<file path="src/rtl/refdiv_pfd_pkg.sv">
package refdiv_pfd_pkg;
    localparam int SEL_W     = 2;
    localparam int MIN_RATIO = 3;

    typedef enum logic [1:0] {
        DET_IDLE      = 2'd0,
        DET_REF_AHEAD = 2'd1,
        DET_FB_AHEAD  = 2'd2,
        DET_CLEAR     = 2'd3
    } det_state_t;
endpackage

</file>
<file path="src/rtl/refdiv_pfd_cfg.sv">
module refdiv_pfd_cfg
    import refdiv_pfd_pkg::*;
#(
    parameter int         RW       = 15,
    parameter int         WORD_W   = 24,
    parameter logic [1:0] SEL_CODE = 2'b00,
    parameter int         RESET_R  = 64
) (
    input  logic              clk,
    input  logic              rst_n,
    input  logic              cfg_valid,
    input  logic [WORD_W-1:0] cfg_word,
    output logic [RW-1:0]     ratio,
    output logic              invert,
    output logic              err,
    output logic              restart
);
    localparam int R_LSB   = SEL_W;
    localparam int R_MSB   = R_LSB + RW - 1;
    localparam int POL_BIT = R_MSB + 1;

    logic [RW-1:0] cand;
    logic          hit;
    logic          legal;

    assign cand    = cfg_word[R_MSB:R_LSB];
    assign hit     = cfg_valid && (cfg_word[SEL_W-1:0] == SEL_CODE);
    assign legal   = (cand >= RW'(MIN_RATIO));
    assign restart = hit && legal;

    always_ff @(posedge clk or negedge rst_n) begin
        if (!rst_n) begin
            ratio  <= RW'(RESET_R);
            invert <= 1'b0;
            err    <= 1'b0;
        end else if (hit) begin
            if (legal) begin
                ratio  <= cand;
                invert <= cfg_word[POL_BIT];
                err    <= 1'b0;
            end else begin
                err    <= 1'b1;
            end
        end
    end
endmodule

</file>
<file path="src/rtl/refdiv_pfd_cnt.sv">
module refdiv_pfd_cnt #(
    parameter int RW = 15
) (
    input  logic          clk,
    input  logic          rst_n,
    input  logic          restart,
    input  logic          ref_tick,
    input  logic [RW-1:0] ratio,
    output logic          tick_out
);
    logic [RW-1:0] cnt;
    logic          wrap;

    assign wrap = (cnt >= ratio - RW'(1));

    always_ff @(posedge clk or negedge rst_n) begin
        if (!rst_n) begin
            cnt      <= '0;
            tick_out <= 1'b0;
        end else if (restart) begin
            cnt      <= '0;
            tick_out <= 1'b0;
        end else if (ref_tick) begin
            cnt      <= wrap ? '0 : cnt + RW'(1);
            tick_out <= wrap;
        end else begin
            tick_out <= 1'b0;
        end
    end
endmodule

</file>
<file path="src/rtl/refdiv_pfd_det.sv">
module refdiv_pfd_det
    import refdiv_pfd_pkg::*;
(
    input  logic clk,
    input  logic rst_n,
    input  logic ref_ev,
    input  logic fb_ev,
    input  logic invert,
    output logic up,
    output logic dn
);
    det_state_t state, state_nx;
    logic       raise_req, lower_req;

    always_ff @(posedge clk or negedge rst_n) begin
        if (!rst_n) state <= DET_IDLE;
        else        state <= state_nx;
    end

    always_comb begin
        state_nx = state;
        unique case (state)
            DET_IDLE: begin
                if (ref_ev && fb_ev) state_nx = DET_CLEAR;
                else if (ref_ev)     state_nx = DET_REF_AHEAD;
                else if (fb_ev)      state_nx = DET_FB_AHEAD;
            end
            DET_REF_AHEAD: if (fb_ev)  state_nx = DET_CLEAR;
            DET_FB_AHEAD:  if (ref_ev) state_nx = DET_CLEAR;
            DET_CLEAR:     state_nx = DET_IDLE;
            default:       state_nx = DET_IDLE;
        endcase
    end

    always_comb begin
        raise_req = 1'b0;
        lower_req = 1'b0;
        unique case (state)
            DET_IDLE:      ;
            DET_REF_AHEAD: raise_req = 1'b1;
            DET_FB_AHEAD:  lower_req = 1'b1;
            DET_CLEAR: begin
                raise_req = 1'b1;
                lower_req = 1'b1;
            end
            default:       ;
        endcase
        up = invert ? lower_req : raise_req;
        dn = invert ? raise_req : lower_req;
    end
endmodule

</file>
<file path="src/rtl/refdiv_pfd.sv">
module refdiv_pfd #(
    parameter int         RW       = 15,
    parameter int         WORD_W   = 24,
    parameter logic [1:0] SEL_CODE = 2'b00,
    parameter int         RESET_R  = 64
) (
    input  logic              clk,
    input  logic              rst_n,
    input  logic              cfg_valid,
    input  logic [WORD_W-1:0] cfg_word,
    input  logic              ref_tick,
    input  logic              fb_tick,
    output logic              cmp_tick,
    output logic              pump_up,
    output logic              pump_dn,
    output logic [RW-1:0]     r_ratio,
    output logic              pol_inv,
    output logic              cfg_err
);
    logic restart;

    refdiv_pfd_cfg #(
        .RW(RW), .WORD_W(WORD_W), .SEL_CODE(SEL_CODE), .RESET_R(RESET_R)
    ) cfg_i (
        .clk(clk), .rst_n(rst_n), .cfg_valid(cfg_valid), .cfg_word(cfg_word),
        .ratio(r_ratio), .invert(pol_inv), .err(cfg_err), .restart(restart)
    );

    refdiv_pfd_cnt #(.RW(RW)) cnt_i (
        .clk(clk), .rst_n(rst_n), .restart(restart), .ref_tick(ref_tick),
        .ratio(r_ratio), .tick_out(cmp_tick)
    );

    refdiv_pfd_det det_i (
        .clk(clk), .rst_n(rst_n), .ref_ev(cmp_tick), .fb_ev(fb_tick),
        .invert(pol_inv), .up(pump_up), .dn(pump_dn)
    );
endmodule

</file>
<file path="config.mk">
export PLATFORM = sky130hd
export DESIGN_NAME = refdiv_pfd
export DESIGN_NICKNAME = d
export VERILOG_FILES = /design/src/rtl/refdiv_pfd_pkg.sv /design/src/rtl/refdiv_pfd_cfg.sv /design/src/rtl/refdiv_pfd_cnt.sv /design/src/rtl/refdiv_pfd_det.sv /design/src/rtl/refdiv_pfd.sv
export SDC_FILE = /design/constraint.sdc
export NUM_CORES = 1
export LEC_CHECK = 0
export BUFFER_PORTS_ARGS = -buffer_cell sky130_fd_sc_hd__buf_4
export CAP_MARGIN = 30
export CORE_ASPECT_RATIO = 0.5
export CORE_MARGIN = 2
export CORE_UTILIZATION = 45
export DETAILED_ROUTE_END_ITERATION = 8
export PLACE_DENSITY_LB_ADDON = 0.05
export SETUP_SLACK_MARGIN = 0.02
export SLEW_MARGIN = 20
export SYNTH_ARGS = -nofsm -noshare
export SYNTH_HDL_FRONTEND = slang
export SYNTH_SLANG_ARGS = --single-unit
</file>
<file path="constraint.sdc">
create_clock -name clk -period 5.6 [get_ports clk]
set_input_delay 0.56 -clock clk [delete_from_list [all_inputs] [get_ports clk]]
set_output_delay 0.56 -clock clk [all_outputs]
set_load 0.005 [all_outputs]
</file>
==> results of run 1 <==
[power by group]
group	switching (mW)	total [mW]	internal, mW
clock	0.0896	0.177	0.0873
sequential	0.0543	0.347	0.293
combinational	0.147	0.286	0.138
total	0.291	0.810	0.519
[logic make-up after synthesis]
family,Yosys count
AND/OR/NAND/NOR,124
flip-flops,35
adder cells (fa/ha/maj),21
buffers and inverters,16
multiplexers,3
XOR/XNOR,14
AO/OA/AOI/OAI,52
[routing by layer]
metal,vias to the layer above,part of all wire (%)
met3,5,8.5
li1,1043,-
met4,0,0.54
met1,975,49
met2,76,42
met5,-,0
[worst paths after layout]
check | depth (start not counted) | slack, ps | start | to
worst min register to register | 2 | 510 | cfg_i.ratio[6] | cfg_i.ratio[6]
worst max-delay path | 10 | 2030 | cfg_i.ratio[5] | cnt_i.cnt[6]
min in group clk | 3 | 460 | cfg_word[17] | cfg_i.invert
worst min-delay path | 1 | 220 | rst_n | cnt_i.tick_out
max in group asynchronous | 1 | 5020 | rst_n | cfg_i.ratio[6]
worst max register to register | 10 | 2030 | cfg_i.ratio[5] | cnt_i.cnt[6]
[cells in the final DEF, fill, tap and decap left out, drive strengths merged, types with 2 or more instances in the layout]
| cell | instances |
|---|---|
| ha | 21 |
| or4 | 8 |
| o211ai | 5 |
| and2 | 3 |
| o2111ai | 4 |
| inv | 8 |
| mux2i | 3 |
| nand2 | 70 |
| a211oi | 2 |
| and4 | 2 |
| nor4 | 6 |
| xor2 | 2 |
| clkbuf | 7 |
| o31ai | 7 |
| dfrtp | 34 |
| nor2 | 13 |
| nor3 | 7 |
| nand3 | 5 |
| xnor2 | 12 |
| buf | 42 |
| or3 | 2 |
| nand4 | 5 |
| a21oi | 9 |
| o21ai | 14 |
| a221oi | 8 |
[cells in the mapped netlist (5+ instances only)]
cell	number	area [sq um]
nor4_1	5	31.3
nand3_1	5	25.0
o21ai_0	13	65.1
nor3_1	6	30.0
o211ai_1	5	37.5
or4_1	6	45.0
ha_1	21	263
inv_1	8	30.0
a221oi_1	7	61.3
nand2_1	70	263
dfrtp_1	34	851
a21oi_1	8	40.0
o31ai_1	7	52.6
xnor2_1	12	105
clkbuf_1	5	18.8
nand4_1	5	31.3
nor2_1	13	48.8
[sequential cells by signal, indices dropped and copies added, names as in the netlist]
name,count
det_i.state,2
cfg_i.err,1
cnt_i.cnt,15
cfg_i.invert,1
cfg_i.ratio,15
cnt_i.tick_out,1
[critical path, delay by kind of cell (launching register included)]
kind | cells | cell delay [ps]
and+or+nand+nor | 3 | 1190
AOI/OAI and AO/OA | 5 | 1400
adders and majority gates | 1 | 260
DFF | 1 | 460
xor gates and xnor gates | 1 | 150
[stage by stage]
step | total power, mW | setup WS [ps] | cell area, sq um | instances | hold slack [ps]
after detailed placement | 0.640 | 2020 | 2700 | 369 | 503
after floorplan | 0.527 | 2490 | 2340 | 265 | 264
after global routing | 0.882 | 1800 | 2780 | 377 | 255
final | 0.810 | 2030 | 2780 | 377 | 220
after CTS | 0.819 | 2020 | 2780 | 377 | 237
after global placement | 0.625 | 2120 | 2700 | 369 | 494
[cell type report]
class	count	area share, %
clock buffers	7	2.75
clock inverters	1	0.180
inverters	8	1.08
multi-input cells	214	50.0
flip-flops and latches	35	31.5
well taps	70	3.15
repair buffers	42	11.3
==> impl_metrics.ini, run 1 <==
[run_status]
outcome = finished clean

[logic_synthesis]
synth_compound_area_share_pct = 15.6
ys.flop_type = dfrtp_1
syn-num-nets = 315
synth_async_sr_flop_share_pct = 100
synth-seq-cells = 35
ys_warn_count = 0
synth_top_family_by_area = simple AND/OR/NAND/NOR gates
ys_types = 39
post_synth_mux_area_share_pct = 1.28
syn_avg_cell_area_sq_um = 8.83
yosysSeqAreaShare_pct = 37.5
syn_inst = 265
synthSimpleGateAreaFrac_pct = 26.0
synthXorXnorAreaFrac_pct = 5.24
synthesis.area_sq_um = 2340
synthAdderAreaFrac_pct = 11.2
synth_edf_count = 0

[global_route]
grt-ovfl-total = 0
grt_antenna_before_repair = 0
grt_pass1_vias = 1959
busiest_layer = met2
grt_use_met1_pct = 29.8
grt_max_degree = 36
use_met2_pct = 35.2
grt_pass1_wl_mm = 9.62
grt_use_met3_pct = 4.45
track_usage_pct = 21.4

[setup_path]
path_cells = or4_4 -> or4_4 -> nor4_4 -> xnor2_1 -> ha_1 -> a21oi_1 -> o21ai_0 -> a21oi_1 -> o21ai_1 -> a221oi_1
end_kind = register
slowest_stage = or4_4
cp-start-kind = register
cp.arrival_ps = 3750
crit_type = register to register
required_ps = 5780
cp_max_fo = 9
max_stage_delay_ps = 560

[sta]
rsz0062_at_grt = false
setup_violations = 0
finalCriticalPeriod_ps = 3570
finalHoldViolations = 0
skew_ps = 8.74
clock.fmax_ghz = 0.280
tightestPinTransition_ps = 937
setup-tns-final_ps = 0
fin_crit_sh_pct = 63.7
final_max_slew_viol_count = 0
maxSlewHeadroom_pct = 37.5

[clock_tree]
clkTransAtPathRegs_ps = 80
cts-buffers-inserted = 5
clkLatencyLatePin_ps = 290
tritoncts = built
ctsResizeCount = 0
post_cts_buffers = 0
cts.path.max_buffers = 2
ctsRootBufferMaster = clkbuf_8
h-tree-depth = 2
cts_sinks = 35
postCtsHoldBufs = 0

[worst_hold_path]
hp-class = input port to async pin

[die]
io_pins = 49
initial_core_util_pct = 47.0
core_area_sq_um = 4980
dieArea_sq_um = 5830
die_y_microns = 55
fp.dieW_microns = 106
row_count = 18

[cells_and_area]
drive_gt1_share_pct = 18.6
nets = 356
post-route-util_pct = 55.9
multi_input_area_sq_um = 1390
area_delta_synth_final_pct = 18.8
nFillCells = 458
antenna_cells = 0
seq_area_sq_um = 877

[routing]
drt_wl_total_mm = 5.72
via_per_inst = 5.57
drc = 0
drtAntennaViolNets = 0
post_drt_wl_per_cell_microns = 15.2
firstDrtPassIters = 4
drtIter0Drc = 121
via_count = 2099

[place]
gp_congestion = 0.870
portBuffers = 42
dp_hpwl_mm = 4.29

[run]
cap_violations = 0

[pwr]
pwr_density_cell_nw_per_um2 = 291
cellLeakagePower_nw = 1.24
max-vdd-ir-drop_v = 0.000178
No activity file was read; power rests on OpenSTA's default activity.
==> run 2, diff against run 1 <==
- clock period: 5.6 -> 3 ns (I/O delays scaled with it)
==> run 2 against run 1 <==
- maximum frequency rose by 21%
- count of clock-buffer cells in the layout is the same
- first-iteration DRC count shrank 3.3%
- non-clock buffer count increased by 12
- largest power group unchanged
- highest routed layer unchanged
- sequential cell count unchanged
- power grew 92%
- cell count grew 3.4%
- global-route usage is 0.44 points lower
- largest cell class unchanged
- critical path depth is 2 higher
- register-to-register slack lost 2000 ps
- combinational power rose by 110%
==> impl_metrics.ini, run 2 (synthesis results as in run 1) <==
[setup_path]
cp-start-kind = register
max_stage_delay_ps = 520
path_buf_inv = 2
crit_type = register to register
reg2reg_depth = 12
cp.arrival_ps = 3150
path_cells = or4_4 -> or4_4 -> nor4_4 -> xnor2_1 -> ha_1 -> a21oi_1 -> o21ai_1 -> a21oi_2 -> buf_6 -> o211ai_1 -> buf_4 -> o211ai_1
path_delay_family = simple AND/OR/NAND/NOR gates
end_kind = register
cp_max_fo = 7
slowest_stage = or4_4
required_ps = 3200
crit_cells = 12

[run]
cap_violations = 0

[sta]
tightestPinTransition_ps = 652
clock.fmax_ghz = 0.339
final_max_slew_viol_count = 0
fin_crit_sh_pct = 98.4
finalCriticalPeriod_ps = 2950
skew_ps = 8.35
setup_violations = 0
rsz0062_at_grt = true
hold_ws_ps = 204
maxSlewHeadroom_pct = 56.5
finalHoldViolations = 0

[die]
initial_core_util_pct = 47.0
core_area_sq_um = 4980
row_count = 18
die_y_microns = 55
io_pins = 49
fp.dieW_microns = 106
dieArea_sq_um = 5830

[routing]
drtIter0Drc = 117
via_count = 2207
drt_wl_total_mm = 5.71
via_per_inst = 5.66
maxUsedRoutingLayer = met4
post_drt_wl_per_cell_microns = 14.6
wl_met3_microns = 444
drtAntennaViolNets = 0
wl_met2_mm = 2.34
drc = 0
firstDrtPassIters = 4
wirelength_met1_mm = 2.89

[global_route]
grt_pass1_vias = 1975
grt-ovfl-total = 0
grt_antenna_before_repair = 0
grt_max_degree = 36
track_usage_pct = 20.9
grt_pass1_wl_mm = 9.32

[clock_tree]
clkLatencyLatePin_ps = 290
clkTransAtPathRegs_ps = 70
cts.path.max_buffers = 2
h-tree-depth = 2
ctsRootBufferMaster = clkbuf_8
cts-buffers-inserted = 5
cts_sinks = 35
tritoncts = built

[cells_and_area]
largestRegisters = cfg_i.ratio x15, cnt_i.cnt x15, det_i.state x2
area_delta_synth_final_pct = 26.3
nets = 369
antenna_cells = 0
nFillCells = 449
post-route-util_pct = 59.4
final_cell_mix = 69 x nand2_1, 51 x buf_4, 34 x dfrtp_1, 21 x ha_1
layout_commonest_cell = nand2_1
drive_gt1_share_pct = 25.0

[pwr]
power.total_mw = 1.55
max-vdd-ir-drop_v = 0.000283
pwr_density_cell_nw_per_um2 = 525
cellLeakagePower_nw = 1.31

[place]
gp_congestion = 0.823
portBuffers = 42
dp_hpwl_mm = 4.24

[worst_hold_path]
min_path_cells = 3
hp-class = input port to register

[run_status]
outcome = finished clean
[run 2: cell types whose count changed in the layout (fill, tap and decap cells not counted), sizes merged]
cell / previous run / this run
buf: 42 / 53
dlygate4sd3: 0 / 1
o21ai: 14 / 15
[run 2: routing by layer]
layer,track usage (%),up-vias
met5,0,-
met1,29.2,1037
met2,34.3,89
met4,4.39,0
li1,-,1075
met3,4.57,6
[run 2: power by group]
group	internal [mW]	switching, mW
registers	0.546	0.0927
logic	0.282	0.305
clock network	0.163	0.164
[run 2: path summary, 6_finish.rpt]
kind / endpoint / slack [ps] / startpoint
worst max-delay path: cnt_i.cnt[11] / 50 / cfg_i.ratio[6]
worst min-delay path: cfg_i.invert / 200 / cfg_word[17]
worst max register to register: cnt_i.cnt[11] / 50 / cfg_i.ratio[6]
worst min register to register: cfg_i.err / 520 / cfg_i.err
max in group asynchronous: cfg_i.ratio[6] / 2150 / rst_n
min in group asynchronous: det_i.state[1] / 500 / rst_n
[run 2: metrics by stage]
stage          instances  cell area, sq um  setup TNS, ps  worst slack [ps]
2_1_floorplan        265              2350              0              61.5
6_report             390              2960              0              48.8
3_3_place_gp         377              2770           -105             -24.0
4_1_cts              389              2890              0              15.8
3_5_place_dp         377              2770           -412             -83.8
5_1_grt              390              2960           -554             -90.5
[run 2: final cells by class]
cell class | count | area [sq um] | share of cell area (%)
clock buffers | 7 | 76.3 | 2.58
clock inverters | 1 | 5.00 | 0.169
well taps | 70 | 87.6 | 2.96
flip-flops and latches | 35 | 877 | 29.7
repair buffers | 54 | 419 | 14.2
inverters | 8 | 30.0 | 1.02
multi-input cells | 215 | 1460 | 49.4
[run 2: repair_timing]
action	in CTS	in global routing
setup buffers	2	0
gates cloned	1	0
hold buffers	1	0
pin swaps	1	10
hold endpoints to repair	34	0
setup endpoints to repair	14	16
gates resized for setup	1	13
[run 2: worst reg2reg max path, stage by stage, from the launching register on]
cell and delay [ps]:
dfstp_2 370, or4_4 520, or4_4 460, nor4_4 160, xnor2_1 110, ha_1 320, a21oi_1 140, o21ai_1 80
a21oi_2 120, buf_6 140, o211ai_1 80, buf_4 180, o211ai_1 180
